--- src/rtl/soft_mute_pkg.sv ---
package soft_mute_pkg;
  typedef enum logic {
    DIR_DOWN = 1'b0,
    DIR_UP   = 1'b1
  } ramp_dir_e;
endpackage

--- src/rtl/soft_mute_ctrl.sv ---
module soft_mute_ctrl
  import soft_mute_pkg::*;
(
  input  logic      clk,
  input  logic      rst_n,
  input  logic      mute_evt,
  input  logic      at_zero,
  output ramp_dir_e dir_o
);
  ramp_dir_e dir_q, dir_nxt;

  // A mute event wins. Otherwise a finished down-ramp turns upward.
  always_comb begin
    dir_nxt = dir_q;
    if (mute_evt)
      dir_nxt = DIR_DOWN;
    else if (dir_q == DIR_DOWN && at_zero)
      dir_nxt = DIR_UP;
  end

  always_ff @(posedge clk or negedge rst_n) begin
    if (!rst_n) dir_q <= DIR_DOWN;
    else        dir_q <= dir_nxt;
  end

  assign dir_o = dir_nxt;

  // a down-ramp that has not reached zero keeps going down
  assert_down_until_zero_R4: assert property (@(posedge clk) disable iff (!rst_n)
    (dir_q == DIR_DOWN && !at_zero) |=> (dir_q == DIR_DOWN));
endmodule

--- src/rtl/soft_mute_ramp.sv ---
module soft_mute_ramp
  import soft_mute_pkg::*;
#(
  parameter int GAIN_W   = 10,
  parameter int RAMP_LEN = 960
) (
  input  logic              clk,
  input  logic              rst_n,
  input  logic              step_en,
  input  ramp_dir_e         dir_i,
  output logic [GAIN_W-1:0] gain_o,
  output logic              at_zero_o,
  output logic              at_full_o
);
  localparam int unsigned GMAX  = (1 << GAIN_W) - 1;
  localparam int unsigned QSTEP = GMAX / RAMP_LEN;
  localparam int unsigned RSTEP = GMAX % RAMP_LEN;
  localparam int POS_W = $clog2(RAMP_LEN + 1);
  localparam int REM_W = $clog2(RAMP_LEN);

  logic [POS_W-1:0]  pos_q, pos_nxt;
  logic [GAIN_W-1:0] gain_q, gain_nxt;
  logic [REM_W-1:0]  rem_q, rem_nxt;
  logic [REM_W:0]    rem_up, rem_up_wrap, rem_dn;
  logic              carry, borrow;

  assign at_zero_o = (pos_q == '0);
  assign at_full_o = (pos_q == POS_W'(RAMP_LEN));
  assign gain_o    = gain_q;

  // Remainder bookkeeping: gain = floor(pos*GMAX/RAMP_LEN), rem = pos*GMAX mod RAMP_LEN
  always_comb begin
    rem_up      = {1'b0, rem_q} + (REM_W+1)'(RSTEP);
    carry       = (rem_up >= (REM_W+1)'(RAMP_LEN));
    rem_up_wrap = carry ? (rem_up - (REM_W+1)'(RAMP_LEN)) : rem_up;
    borrow      = (rem_q < REM_W'(RSTEP));
    rem_dn      = {1'b0, rem_q} + (borrow ? (REM_W+1)'(RAMP_LEN) : '0) - (REM_W+1)'(RSTEP);
  end

  always_comb begin
    pos_nxt  = pos_q;
    gain_nxt = gain_q;
    rem_nxt  = rem_q;
    if (step_en) begin
      if (dir_i == DIR_UP && !at_full_o) begin
        pos_nxt  = pos_q + 1'b1;
        gain_nxt = gain_q + GAIN_W'(QSTEP) + GAIN_W'(carry);
        rem_nxt  = rem_up_wrap[REM_W-1:0];
      end else if (dir_i == DIR_DOWN && !at_zero_o) begin
        pos_nxt  = pos_q - 1'b1;
        gain_nxt = gain_q - GAIN_W'(QSTEP) - GAIN_W'(borrow);
        rem_nxt  = rem_dn[REM_W-1:0];
      end
    end
  end

  always_ff @(posedge clk or negedge rst_n) begin
    if (!rst_n) begin
      pos_q  <= '0;
      gain_q <= '0;
      rem_q  <= '0;
    end else if (step_en) begin
      pos_q  <= pos_nxt;
      gain_q <= gain_nxt;
      rem_q  <= rem_nxt;
    end
  end

  assert_ends_exact_R2: assert property (@(posedge clk) disable iff (!rst_n)
    (at_full_o |-> (gain_q == GAIN_W'(GMAX))) and (at_zero_o |-> (gain_q == '0)));
  assert_hold_between_strobes_R2: assert property (@(posedge clk) disable iff (!rst_n)
    !step_en |=> $stable(gain_q));
  assert_one_step_R5: assert property (@(posedge clk) disable iff (!rst_n)
    step_en |=> ((int'(gain_q) - int'($past(gain_q)) <= int'(QSTEP) + 1) &&
                 (int'($past(gain_q)) - int'(gain_q) <= int'(QSTEP) + 1)));
endmodule

--- src/rtl/soft_mute_scale.sv ---
module soft_mute_scale #(
  parameter int SAMPLE_W = 24,
  parameter int GAIN_W   = 10
) (
  input  logic                       clk,
  input  logic                       rst_n,
  input  logic                       en,
  input  logic        [GAIN_W-1:0]   gain,
  input  logic signed [SAMPLE_W-1:0] din,
  output logic signed [SAMPLE_W-1:0] dout
);
  localparam int PW = SAMPLE_W + GAIN_W + 1;

  logic signed [PW-1:0]       prod, biased, shifted;
  logic signed [SAMPLE_W-1:0] dout_q, dout_nxt;

  // Add (2^GAIN_W - 1) to negative products so the shift truncates toward zero
  always_comb begin
    prod     = $signed(din) * $signed({1'b0, gain});
    biased   = prod + (prod[PW-1] ? PW'((1 << GAIN_W) - 1) : PW'(0));
    shifted  = biased >>> GAIN_W;
    dout_nxt = shifted[SAMPLE_W-1:0];
  end

  always_ff @(posedge clk or negedge rst_n) begin
    if (!rst_n)  dout_q <= '0;
    else if (en) dout_q <= dout_nxt;
  end

  assign dout = dout_q;

  assert_no_wrap_R6: assert property (@(posedge clk) disable iff (!rst_n)
    en |-> ((&shifted[PW-1:SAMPLE_W-1]) || !(|shifted[PW-1:SAMPLE_W-1])));
endmodule

--- src/rtl/audio_soft_mute.sv ---
module audio_soft_mute
  import soft_mute_pkg::*;
#(
  parameter int SAMPLE_W = 24,
  parameter int GAIN_W   = 10,
  parameter int RAMP_LEN = 960
) (
  input  logic                       clk,
  input  logic                       rst_n,
  input  logic                       clk_valid,
  input  logic                       ratio_chg,
  input  logic                       sample_vld,
  input  logic signed [SAMPLE_W-1:0] in_l,
  input  logic signed [SAMPLE_W-1:0] in_r,
  output logic                       out_vld,
  output logic signed [SAMPLE_W-1:0] out_l,
  output logic signed [SAMPLE_W-1:0] out_r,
  output logic                       muted
);
  localparam int NCH = 2;

  logic              mute_evt, at_zero, at_full, vld_q;
  ramp_dir_e         dir;
  logic [GAIN_W-1:0] gain;
  logic signed [SAMPLE_W-1:0] din_a  [NCH];
  logic signed [SAMPLE_W-1:0] dout_a [NCH];

  assign mute_evt = !clk_valid || ratio_chg;

  soft_mute_ctrl u_ctrl (
    .clk      (clk),
    .rst_n    (rst_n),
    .mute_evt (mute_evt),
    .at_zero  (at_zero),
    .dir_o    (dir)
  );

  soft_mute_ramp #(.GAIN_W(GAIN_W), .RAMP_LEN(RAMP_LEN)) u_ramp (
    .clk       (clk),
    .rst_n     (rst_n),
    .step_en   (sample_vld),
    .dir_i     (dir),
    .gain_o    (gain),
    .at_zero_o (at_zero),
    .at_full_o (at_full)
  );

  always_comb begin
    din_a[0] = in_l;
    din_a[1] = in_r;
  end

  for (genvar ch = 0; ch < NCH; ch++) begin : g_chan
    soft_mute_scale #(.SAMPLE_W(SAMPLE_W), .GAIN_W(GAIN_W)) u_scale (
      .clk   (clk),
      .rst_n (rst_n),
      .en    (sample_vld),
      .gain  (gain),
      .din   (din_a[ch]),
      .dout  (dout_a[ch])
    );
  end

  always_ff @(posedge clk or negedge rst_n) begin
    if (!rst_n) vld_q <= 1'b0;
    else        vld_q <= sample_vld;
  end

  assign out_vld = vld_q;
  assign out_l   = dout_a[0];
  assign out_r   = dout_a[1];
  assign muted   = !at_full;

  assert_mute_immediate_R3: assert property (@(posedge clk) disable iff (!rst_n)
    (mute_evt && sample_vld && !at_zero) |=> (gain < $past(gain)));
  assert_rise_needs_valid_R4: assert property (@(posedge clk) disable iff (!rst_n)
    (gain > $past(gain)) |-> ($past(clk_valid) && !$past(ratio_chg)));
  assert_zero_at_mute_R7: assert property (@(posedge clk) disable iff (!rst_n)
    (sample_vld && gain == '0) |=> (out_l == '0 && out_r == '0));
  assert_muted_flag_R8: assert property (@(posedge clk) disable iff (!rst_n)
    (muted == 1'b0) |-> (gain == '1));
endmodule

--- config.mk ---
export PLATFORM = sky130hd
export DESIGN_NAME = audio_soft_mute
export DESIGN_NICKNAME = d
export VERILOG_FILES = /design/src/rtl/soft_mute_pkg.sv /design/src/rtl/soft_mute_ctrl.sv /design/src/rtl/soft_mute_ramp.sv /design/src/rtl/soft_mute_scale.sv /design/src/rtl/audio_soft_mute.sv
export SDC_FILE = /design/constraint.sdc
export NUM_CORES = 1
export LEC_CHECK = 0
export BUFFER_PORTS_ARGS = -buffer_cell sky130_fd_sc_hd__buf_2
export CAP_MARGIN = 20
export CORE_MARGIN = 2
export CORE_UTILIZATION = 50
export DETAILED_ROUTE_END_ITERATION = 7
export PLACE_DENSITY = 0.75
export RECOVER_POWER = 50
export SYNTH_ARGS = -nofsm -noshare
export SYNTH_HDL_FRONTEND = slang
export SYNTH_SLANG_ARGS = --single-unit
--- constraint.sdc ---
create_clock -name clk -period 9.7 [get_ports clk]
set_clock_uncertainty 0.05 [all_clocks]
set_input_delay 0.97 -clock clk [delete_from_list [all_inputs] [get_ports clk]]
set_output_delay 0.97 -clock clk [all_outputs]
set_load 0.05 [all_outputs]
==> impl_metrics.env <==
export IMPL_outcome="complete, but fails checks"
export IMPL_violations="capacitance limit, slew limit"
export IMPL_max_stage_delay_ns=0.97
export IMPL_totalNegativeSetupSlack_ns=0
export IMPL_synth_seq_cells=80
export IMPL_hold_viol=0
export IMPL_crit_path_frequent_cell="fa_1"
export IMPL_critical_path_startpoint_type="flop"
export IMPL_nets=3402
export IMPL_slowest_stage="dfrtp_1"
export IMPL_startpoint="u_ramp.gain_o[4]$_DFFE_PN0P_"
export IMPL_cts_num_sinks=80
export IMPL_max_freq_mhz=113
export IMPL_first_pass_iters=5
export IMPL_drc=0
export IMPL_wl_mm=53.3
export IMPL_rows=78
export IMPL_yosysTopAreaCell="fa_1"
export IMPL_via_per_inst=5.51
export IMPL_cts_buffers=9
export IMPL_regArea_um2=2000
export IMPL_cts_setup_buffers=0
export IMPL_multi_input_area_um2=18600
export IMPL_hpwlAfterDp_mm=43.4
export IMPL_worstHoldPathType="reg -> reg"
export IMPL_synth_top_area_share_pct=36.1
export IMPL_cts_buffer_depth=2
export IMPL_yosys_warnings=0
export IMPL_cts_tree="done"
export IMPL_grt_pass1_vias=19600
export IMPL_syn_inst=2761
export IMPL_place_inst=3336
export IMPL_drv_slew=141
export IMPL_cts_htree_levels=3
export IMPL_stdcell_count=3360
export IMPL_wl_per_cell_um=15.9
export IMPL_grt_usage_pct=23.5
export IMPL_synth_seq_area_share_pct=8.61
export IMPL_fin_crit_ns=8.84
export IMPL_area_growth_syn_to_layout_pct=4.94
export IMPL_root_buffer="clkbuf_16"
export IMPL_clkTransAtPathRegs_ns=0.07
export IMPL_critPathArrivalTime_ns=8.90
export IMPL_grt_max_degree=85
export IMPL_min_from="g_chan[1].u_scale.dout[2]$_DFFE_PN0P_"
export IMPL_cts_hold_buf=0
export IMPL_avgSynthCellArea_um2=8.42
export IMPL_final_common_cell="inv_1"
export IMPL_yosys_top_cells_area="fa_1, ha_1, inv_1, dfrtp_1, and2_1"
export IMPL_path_buf_inv=4
export IMPL_tightest_slew_ns=3.67
export IMPL_place_gp_congestion=0.885
export IMPL_mappedNetlistArea_um2=23200
export IMPL_drive_above_1_share_pct=4.97
export IMPL_async_reset_ff_share_pct=100
export IMPL_timing_rr_start="u_ramp.gain_o[4]$_DFFE_PN0P_"
export IMPL_cp_end_kind="flop"
export IMPL_antenna_found_initial=7
export IMPL_dieArea_um2=48200
export IMPL_io_pins=103
export IMPL_drtIter0Drc=969
export IMPL_synth_ff_type="dfrtp_1"
export IMPL_routed_via_count=18500
export IMPL_insertion_delay_ns=0.38
export IMPL_overflow=0
export IMPL_final_cell_mix="inv_1, fa_1, nand2_1, and2_1, ha_1"
export IMPL_core_um2=45700
export IMPL_detail_route_antenna_nets=0
export IMPL_die_w_um=220
export IMPL_rsz0062_at_grt="no"
export IMPL_worst_ep_required_time_ns=9.76
export IMPL_crit_fanout=23
export IMPL_final_util_pct=53.4
export IMPL_syn_num_nets=3414
export IMPL_period_share_pct=91.2
export IMPL_start_util_pct=50.9
export IMPL_nFillCells=4199
export IMPL_cpLargestDelayFamily="adder cells"
export IMPL_synth_distinct_cells=76
export IMPL_port_buffers=102
export IMPL_synth_edff_count=0
export IMPL_die_y_um=220
export IMPL_finalSetupViolCount=0
export IMPL_ctsResizeCount=0
export IMPL_grt_pass1_wl_mm=91.9
export IMPL_path_class="reg -> reg"
export IMPL_drv_cap=2
export IMPL_relSlewSlack_pct=-144
==> final cells by class <==
class / count / share of cell area (%)
Multi-Input combinational cell: 1971 / 76.1
Inverter: 560 / 8.62
Sequential cell: 80 / 8.21
Tap cell: 600 / 3.08
Timing Repair Buffer: 127 / 2.73
Clock buffer: 10 / 0.939
Clock inverter: 6 / 0.277
Antenna cell: 6 / 0.0616
==> synth_stat cells (all sizes together) (9+ instances only) <==
cell type,number
dfrtp,80
o211ai,15
nand2,359
fa,419
or3,13
a31oi,10
nor2,109
nand3,32
ha,181
nor3b,9
nor3,39
and3,10
a21oi,126
or4,9
nor2b,11
xor2,43
a21o,28
clkbuf,125
nand4,21
and2,219
o21bai,12
inv,558
buf,25
nor4,13
o21ai,60
o31ai,10
a211oi,9
xnor2,90
==> flip-flops by register name, summed over array words and instances, names as in the netlist <==
signal	cells
g_chan.u_scale.dout	48
out_vld	1
u_ctrl.dir_q	1
u_ramp.gain_o	10
u_ramp.pos_q	10
u_ramp.rem_q	10
==> through the flow <==
stage / hold WS (ns) / setup WS, ns / instance area, um2
4_1_cts: 0.438 / 0.923 / 24400
6_report: 0.430 / 0.856 / 24400
2_1_floorplan: 0.405 / 1.46 / 23200
5_1_grt: 0.463 / 0.147 / 24400
3_5_place_dp: 0.422 / 0.819 / 24100
3_3_place_gp: 0.418 / 1.00 / 24100
==> kinds of logic after synthesis <==
kind of cell             count (synthesis)  share of synthesized area (%)
AO/OA/AOI/OAI                          345                           9.67
XOR/XNOR                               133                           5.01
adder cells (fa/ha/maj)                600                           45.8
buffers and inverters                  710                           11.6
flip-flops                              80                           8.61
multiplexers                            14                          0.641
AND/OR/NAND/NOR                        879                           18.7
==> layer usage <==
layer / up-vias / wire [um] / part of all wire (%) / track usage, %
li1: 8563 / - / - / -
met1: 9334 / 22600 / 42 / 30.4
met2: 505 / 26200 / 49 / 40.6
met3: 90 / 3390 / 6.3 / 3.70
met4: 6 / 1160 / 2.2 / 6.69
met5: - / 34 / 0.064 / 0
==> final timing paths <==
path                       slack, ns  cells after the start                                     end
setup / recovery                0.86                     27  g_chan[1].u_scale.dout[22]$_DFFE_PN0P_
hold / removal                  0.43                      1   g_chan[1].u_scale.dout[2]$_DFFE_PN0P_
setup reg to reg                0.86                     27  g_chan[1].u_scale.dout[22]$_DFFE_PN0P_
hold reg to reg                 0.43                      1   g_chan[1].u_scale.dout[2]$_DFFE_PN0P_
max in group asynchronous       4.96                      2   g_chan[0].u_scale.dout[3]$_DFFE_PN0P_
min in group asynchronous       0.87                      1  g_chan[1].u_scale.dout[22]$_DFFE_PN0P_
==> worst register-to-register path: stages, from the launching register on <==
cell and delay [ns]:
dfrtp_1 0.97, buf_4 0.39, nand2_1 0.10, fa_1 0.47, fa_1 0.53, inv_1 0.06, fa_1 0.48, fa_1 0.50
inv_1 0.05, fa_1 0.47, inv_1 0.04, ha_1 0.37, a21oi_1 0.39, o211ai_1 0.17, a31oi_1 0.18, o21ai_0 0.16
nor3_1 0.36, nor2_1 0.12, ha_1 0.21, or4_1 0.53, o32ai_1 0.25, o21ai_0 0.11, or3_1 0.31, nor3b_1 0.17
o21ai_1 0.50, or4_1 0.35, or2_2 0.16, o221ai_1 0.12
Power is not shown: default switching activity piles up to over one toggle a cycle in this logic, so the estimate is an artifact.
